File: src/rtl/pqe_pkg.sv
package pqe_pkg;
  typedef enum logic [1:0] {
    STEP_NONE = 2'd0,
    STEP_UP   = 2'd1,
    STEP_DOWN = 2'd2
  } pqe_step_e;
endpackage

File: src/rtl/pqe_bit_track.sv
module pqe_bit_track
  import pqe_pkg::*;
(
  input  logic      clk,
  input  logic      rst_n,
  input  logic      restart_i,
  input  logic      valid_i,
  input  logic      bit_i,
  output pqe_step_e step_o,
  output logic      have_prev_o
);
  logic prev_q;
  logic have_q;

  always_ff @(posedge clk) begin
    if (!rst_n || restart_i) begin
      prev_q <= 1'b0;
      have_q <= 1'b0;
    end else if (valid_i) begin
      prev_q <= bit_i;
      have_q <= 1'b1;
    end
  end

  always_comb begin
    step_o = STEP_NONE;
    if (valid_i && !restart_i && have_q)
      step_o = (bit_i != prev_q) ? STEP_UP : STEP_DOWN;
  end

  assign have_prev_o = have_q;

  // the stored bit is kept while no strobe arrives
  assert_prev_hold_R6: assert property (@(posedge clk) disable iff (!rst_n)
    (!valid_i && !restart_i) |=> (prev_q == $past(prev_q) && have_q == $past(have_q)));

  // an accepted bit is stored for the next comparison
  assert_prev_load_R2: assert property (@(posedge clk) disable iff (!rst_n)
    (valid_i && !restart_i) |=> (have_q && prev_q == $past(bit_i)));
endmodule

File: src/rtl/pqe_score.sv
module pqe_score
  import pqe_pkg::*;
#(
  parameter int CNT_W    = 5,
  parameter int INC_STEP = 1,
  parameter int DEC_STEP = 8
) (
  input  logic             clk,
  input  logic             rst_n,
  input  logic             restart_i,
  input  pqe_step_e        step_i,
  output logic [CNT_W-1:0] score_o
);
  localparam logic [CNT_W:0] MAX_V = {1'b0, {CNT_W{1'b1}}};
  localparam logic [CNT_W:0] INC_V = (CNT_W+1)'(INC_STEP);
  localparam logic [CNT_W:0] DEC_V = (CNT_W+1)'(DEC_STEP);

  logic [CNT_W-1:0] score_q;
  logic [CNT_W-1:0] score_d;
  logic [CNT_W:0]   ext;
  logic [CNT_W:0]   sum;

  assign ext = {1'b0, score_q};
  assign sum = ext + INC_V;

  always_comb begin
    score_d = score_q;
    unique case (step_i)
      STEP_UP:   score_d = (sum > MAX_V) ? MAX_V[CNT_W-1:0] : sum[CNT_W-1:0];
      STEP_DOWN: score_d = (ext >= DEC_V) ? (ext - DEC_V) : '0;
      default:   score_d = score_q;
    endcase
  end

  always_ff @(posedge clk) begin
    if (!rst_n || restart_i) score_q <= '0;
    else                     score_q <= score_d;
  end

  assign score_o = score_q;

  // the ceiling holds under further transitions
  assert_ceiling_R4: assert property (@(posedge clk) disable iff (!rst_n)
    (step_i == STEP_UP && ext == MAX_V && !restart_i) |=> (score_q == MAX_V[CNT_W-1:0]));

  // drops below the step size clamp at zero
  assert_floor_R5: assert property (@(posedge clk) disable iff (!rst_n)
    (step_i == STEP_DOWN && ext < DEC_V && !restart_i) |=> (score_q == '0));

  // restart empties the score
  assert_restart_clear_R7: assert property (@(posedge clk) disable iff (!rst_n)
    restart_i |=> (score_q == '0));
endmodule

File: src/rtl/pqe_qual_cmp.sv
module pqe_qual_cmp #(
  parameter int CNT_W     = 5,
  parameter int THR_W     = 3,
  parameter int THR_SCALE = 4
) (
  input  logic [CNT_W-1:0] score_i,
  input  logic [THR_W-1:0] thr_sel_i,
  output logic             ok_o
);
  localparam int TW = THR_W + $clog2(THR_SCALE) + 1;
  localparam int CW = (TW > CNT_W) ? TW : CNT_W;

  logic [CW-1:0] level;
  logic [CW-1:0] score_ext;

  generate
    if ((THR_SCALE & (THR_SCALE - 1)) == 0) begin : g_shift
      assign level = CW'(thr_sel_i) << $clog2(THR_SCALE);
    end else begin : g_mul
      assign level = CW'(thr_sel_i) * CW'(THR_SCALE);
    end
  endgenerate

  assign score_ext = CW'(score_i);
  assign ok_o = (thr_sel_i == '0) || (score_ext >= level);
endmodule

File: src/rtl/preamble_quality_est.sv
module preamble_quality_est
  import pqe_pkg::*;
#(
  parameter int CNT_W     = 5,
  parameter int THR_W     = 3,
  parameter int THR_SCALE = 4,
  parameter int INC_STEP  = 1,
  parameter int DEC_STEP  = 8
) (
  input  logic             clk,
  input  logic             rst_n,
  input  logic             rx_restart_i,
  input  logic             bit_valid_i,
  input  logic             bit_i,
  input  logic [THR_W-1:0] thr_sel_i,
  input  logic             sync_found_i,
  input  logic             qual_en_i,
  output logic [CNT_W-1:0] score_o,
  output logic             quality_ok_o,
  output logic             rx_hold_o
);
  localparam logic [CNT_W-1:0] SCORE_MAX = {CNT_W{1'b1}};

  pqe_step_e step;
  logic      have_prev;

  pqe_bit_track u_track (
    .clk         (clk),
    .rst_n       (rst_n),
    .restart_i   (rx_restart_i),
    .valid_i     (bit_valid_i),
    .bit_i       (bit_i),
    .step_o      (step),
    .have_prev_o (have_prev)
  );

  pqe_score #(
    .CNT_W    (CNT_W),
    .INC_STEP (INC_STEP),
    .DEC_STEP (DEC_STEP)
  ) u_score (
    .clk       (clk),
    .rst_n     (rst_n),
    .restart_i (rx_restart_i),
    .step_i    (step),
    .score_o   (score_o)
  );

  pqe_qual_cmp #(
    .CNT_W     (CNT_W),
    .THR_W     (THR_W),
    .THR_SCALE (THR_SCALE)
  ) u_cmp (
    .score_i   (score_o),
    .thr_sel_i (thr_sel_i),
    .ok_o      (quality_ok_o)
  );

  assign rx_hold_o = sync_found_i | (qual_en_i & quality_ok_o);

  // the first bit after restart leaves the score alone
  assert_first_bit_R2: assert property (@(posedge clk) disable iff (!rst_n)
    (bit_valid_i && !rx_restart_i && !have_prev) |=> $stable(score_o));

  // a transition below the ceiling adds one
  assert_step_up_R3: assert property (@(posedge clk) disable iff (!rst_n)
    (step == STEP_UP && score_o != SCORE_MAX) |=> (score_o == $past(score_o) + CNT_W'(INC_STEP)));

  // a repeat from a high enough score subtracts the full step
  assert_step_down_R5: assert property (@(posedge clk) disable iff (!rst_n)
    (step == STEP_DOWN && score_o >= CNT_W'(DEC_STEP)) |=> (score_o == $past(score_o) - CNT_W'(DEC_STEP)));

  // no strobe, no change
  assert_idle_hold_R6: assert property (@(posedge clk) disable iff (!rst_n)
    (!bit_valid_i && !rx_restart_i) |=> $stable(score_o));

  // after restart, no stored bit remains
  assert_restart_forget_R7: assert property (@(posedge clk) disable iff (!rst_n)
    rx_restart_i |=> !have_prev);
endmodule

File: config.mk
export PLATFORM = sky130hd
export DESIGN_NAME = preamble_quality_est
export DESIGN_NICKNAME = d
export VERILOG_FILES = /design/src/rtl/pqe_pkg.sv /design/src/rtl/pqe_bit_track.sv /design/src/rtl/pqe_score.sv /design/src/rtl/pqe_qual_cmp.sv /design/src/rtl/preamble_quality_est.sv
export SDC_FILE = /design/constraint.sdc
export NUM_CORES = 1
export LEC_CHECK = 0
export ABC_AREA = 1
export ABC_CLOCK_PERIOD_IN_PS = 1400
export BUFFER_PORTS_ARGS = -buffer_cell sky130_fd_sc_hd__buf_2
export CAP_MARGIN = 20
export CORE_UTILIZATION = 40
export DETAILED_ROUTE_END_ITERATION = 8
export SYNTH_ARGS = -nofsm -noshare
export SYNTH_HDL_FRONTEND = slang
export SYNTH_SLANG_ARGS = --single-unit
File: constraint.sdc
create_clock -name clk -period 1.4 [get_ports clk]
set_input_delay 0.07 -clock clk [delete_from_list [all_inputs] [get_ports clk]]
set_output_delay 0.07 -clock clk [all_outputs]
set_load 0.005 [all_outputs]
# Yosys cells after proc, flatten, opt, wreduce, memory -nomap -nowiden
# Cells that the tools add are included.
# Widths: inputs -> output; s select.
# totals
reg_bits,7
in_bits,10
out_inout_bits,7
# classes
addsub,2
magnitude_cmp,3
eq_ne,3
muxes,5
bitwise_logic,2
n_reduce_logical,8
# ops
op,n
$mux 5,2
$pmux 5 s2,1
$add 5x1->6 const B,1
$gt 6x5->1 const B,1
$ge 5x4->1 const B,1
$ge 5x5->1,1
$sub 5x4->5 const B,1
$mux 2,2
$logic_not 3->1,1
$eq 2x1->1 const B,1
$eq 2x2->1 const B,1
$logic_and 1x1->1,2
$logic_not 1->1,2
$logic_or 1x1->1,2
$reduce_bool 2->1,1
$and 1x1->1,1
$ne 1x1->1,1
$or 1x1->1,1

# Depth between registers and ports, before layout
# logic_depth
ltp_word,6
ltp_mapped,9
ltp_nobuf,8

# Hierarchy
# From an unflattened synthesis, not the netlist that was laid out.
# unflattened
cells_unflattened,109
hier_area_um2,674.4
# modules_own_cells
module,instances,cells_per_inst,area_per_inst_um2
pqe_score,1,66,447.9
pqe_bit_track,1,21,113.9
pqe_qual_cmp,1,19,101.3
preamble_quality_est,1,3,11.3

# Least setup slack after synthesis
# No wires, ideal clock.
# synth_timing
path_kind,reg2out
start,register u_score.score_q[2] (netlist: u_score.score_o[2])
end,output port rx_hold_o
arrival_ps,1176
t_required_ps,1330
path_slack_ps,154
path_stages_with_launch,10
path_buffers,1
path_cell_list,dfxtp_1 -> buf_6 -> inv_1 -> ha_1 -> nand2_1 -> a21boi_1 -> o21ai_1 -> nand2_1 -> nand2_1 -> nand2_1
# synth_via
elab_chain_len,4
# synth_lines
item,line,source
from (decl),pqe_score.sv:18,logic [CNT_W-1:0] score_q;
from (signal assigned),pqe_score.sv:37,else score_q <= score_d;
$ge 5x5->1,pqe_qual_cmp.sv:25,assign ok_o = (thr_sel_i == '0) || (score_ext >= level);
$logic_or 1x1->1,pqe_qual_cmp.sv:25,
net quality_ok_o,preamble_quality_est.sv:19,"output logic quality_ok_o,"
$and 1x1->1,preamble_quality_est.sv:59,assign rx_hold_o = sync_found_i | (qual_en_i & quality_ok_o);
$or 1x1->1,preamble_quality_est.sv:59,
to (decl),preamble_quality_est.sv:20,output logic rx_hold_o
# The timed path passes the listed nets, and every way through them passes these cells.

# Final worst setup path
# layout_timing
start,register u_score.score_q[2] (netlist: u_score.score_o[2])
end,output port rx_hold_o
# layout_via
elab_chain_len,4
# layout_lines
item,line
$ge 5x5->1,pqe_qual_cmp.sv:25
$logic_or 1x1->1,pqe_qual_cmp.sv:25
$and 1x1->1,preamble_quality_est.sv:59
$or 1x1->1,preamble_quality_est.sv:59
# Every way passes these cells.

==> impl_metrics.toml <==
[status]
status = "finished with violations"
violations = "setup timing"

[clock_tree]
cts_num_sinks = 7
clkTransAtPathRegs_ns = 0.05
cts_root_buffer = "clkbuf_4"
insertion_delay_ns = 0.25
cts_buffers = 3
htree_levels = 1
cts_tree = "done"
cts.path.max_buffers = 2

[finish]
diodes = 0
final_util_pct = 60.3
drive_gt1_share_pct = 45.9
instances_no_fill = 126
area_growth_pct = 35.3
nets = 129

[grt]
grt_usage_pct = 19.0
grt_pass1_vias = 533
antenna_found_initial = 0
gr-total-overflow = 0
grt_pass1_wl_mm = 1.99
grt_start_max_net_pins = 10

[worst_hold_path]
min_delay_worst_endpoint = "u_track.prev_q"
worstHoldPathType = "in2reg"
hp-start = "bit_valid_i"
hold_depth = 2

[logic_synthesis]
ys_seq_elements = 7
synth-main-ff-cell = "dfxtp_1"
seq_area_frac_synth_pct = 23.3
synth_cell_types = 20
synth-edff-count = 0
avgSynthCellArea_um2 = 7.16
synth_cells = 84
ys_warn_count = 0
syn_area_um2 = 602
synth_async_sr_flop_share_pct = 0
syn-num-nets = 101

[route]
drt_pass1_iterations = 4
drt-wirelength-per-cell_um = 10.3
maxUsedRoutingLayer = "met4"
route.detailed.drc = 0
wl_met1_um = 548
drt_iter0_drc = 6
met3_length_um = 36
met2WireLength_um = 697
ant_nets = 0
avgViaCountPerCell = 4.93
wl_mm = 1.30
dr_total_vias = 621

[sta]
relSlewSlack_pct = 86.4
finClkSkew_ns = 0.00282
period_minus_slack_ns = 1.45
slew_viol_final = 0
hold_viol_final = 0
post-route-period-util_pct = 104
maxClockFrequency_mhz = 689
rsz0062_at_grt = "true"
setup_viol = 1
setup_ws_ns = -0.0517
worst_slew_pin_slew_ns = 0.204

[critical_path]
rr_worst_depth = 7
worstPathArrival_ns = 1.38
required_ns = 1.33
timing.rr.end = "u_score.score_o[2]"
cp_max_fo = 2
reg2reg_slack_ns = 0.14
crit_path_start = "u_score.score_o[2]"
timing.rr.start = "u_score.score_o[3]"
path_class = "reg2out"
startpoint_type = "register"
worstSetupEndpointType = "primary output"

[placement]
gp_congestion = 0.801
place_inst = 120
portBuffers = 16
pre_cts_ws_ns = 0.179
dp_hpwl_mm = 1.03

[power_and_ir_drop]
vdd_ir_drop_max_mv = 0.467
p_leak_nw = 0.405
power.density_mw_per_mm2 = 565
finalPower_mw = 0.461

[die]
ioPinCount = 17
die-area_mm2 = 0.00166
start_util_pct = 44.6
die_h_um = 40.8
core_area_mm2 = 0.00135
die_w_um = 40.8
placementRows = 13

[run]
maxCapViolCount = 0
-- cell usage in the layout (no fill, tap or decap), types with 2 or more instances in the layout --
cell and instances:
nand3_2 3, nor2_1 4, o21ai_1 5, nand2_2 3
nor2_4 2, inv_2 3, buf_2 16, a21oi_1 7
clkbuf_4 3, dfxtp_2 4, ha_1 4, clkinv_2 2
nand2_4 2, nand2_1 10, buf_4 8, ha_4 2
nand4_1 4, inv_1 12, dfxtp_1 3, nand3_1 7
o21ai_0 2
-- final cells by class --
class | count | area [µm²]
Clock buffer | 4 | 26.3
Fill cell | 138 | 536
Inverter | 17 | 66.3
Multi-Input combinational cell | 59 | 418
Sequential cell | 7 | 145
Tap cell | 15 | 18.8
Timing Repair Buffer | 24 | 140
-- cell usage after synthesis, types with 3 or more instances --
cell	instances	area share (%)
nand4_1	4	4.2
dfxtp_1	7	23
nand3_2	3	5.0
nand2_1	11	6.9
nand3_1	7	5.8
o21ai_1	5	4.2
a21oi_1	7	5.8
nor2_1	4	2.5
inv_1	13	8.1
ha_1	7	15
-- metrics by stage --
stage / setup TNS, ns / cell area, µm² / hold WS, ns
after global routing: -0.300 / 815 / 0.0575
after global placement: 0 / 734 / 0.306
final: -0.0517 / 815 / 0.0511
after floorplan: 0 / 602 / 0.163
after CTS: -0.0836 / 797 / 0.0590
after detailed placement: 0 / 734 / 0.329
-- sequential cells by signal, indices dropped and copies added (netlist names) --
name                 flops
u_score.score_o          5
u_track.have_prev_o      1
u_track.prev_q           1
-- critical path, stage by stage (launching register included) --
cell and delay [ns]:
dfxtp_2 0.33, inv_2 0.05, ha_4 0.23, nand2_2 0.05
a21boi_2 0.05, o21ai_1 0.13, nand2_1 0.08, nand2_1 0.06
nand2_1 0.04, buf_2 0.11
-- kinds of logic after synthesis --
logic type / synth area share, %
fa+ha+maj: 14.6
buf+inv: 12.9
compound gates: 12.9
flops: 23.3
simple gates: 34.9
xor+xnor: 1.46
-- power breakdown --
part | switching (mW) | internal, mW | total (mW)
sequential | 0.00258 | 0.202 | 0.205
clock | 0.0778 | 0.109 | 0.187
combinational | 0.0377 | 0.0310 | 0.0687
total | 0.118 | 0.342 | 0.461
-- timing repair --
item | in CTS | in global routing
pin swaps | 4 | 7
setup endpoints to repair | 2 | 4
setup buffers | 1 | 1
gates resized for setup | 6 | 4
hold buffers | 0 | 0
-- per-layer routing --
layer  global-route usage (%)  vias to the layer above
met5                        0                        -
met4                     10.0                        0
met3                     4.89                        4
met2                     35.5                       10
met1                     18.7                      277
li1                         -                      330
-- worst max-delay path by stage --
| stage | endpoint | slack (ns) | cells past startpoint |
|---|---|---|---|
| floorplan | rx_hold_o | 0.15 | 9 |
| global placement | u_score.score_o[2] | 0.21 | 6 |
| detailed placement | rx_hold_o | 0.18 | 9 |
| CTS | rx_hold_o | -0.08 | 9 |
| global route | rx_hold_o | -0.19 | 9 |
| finish | rx_hold_o | -0.05 | 9 |
(Power assumes the default switching activity.)
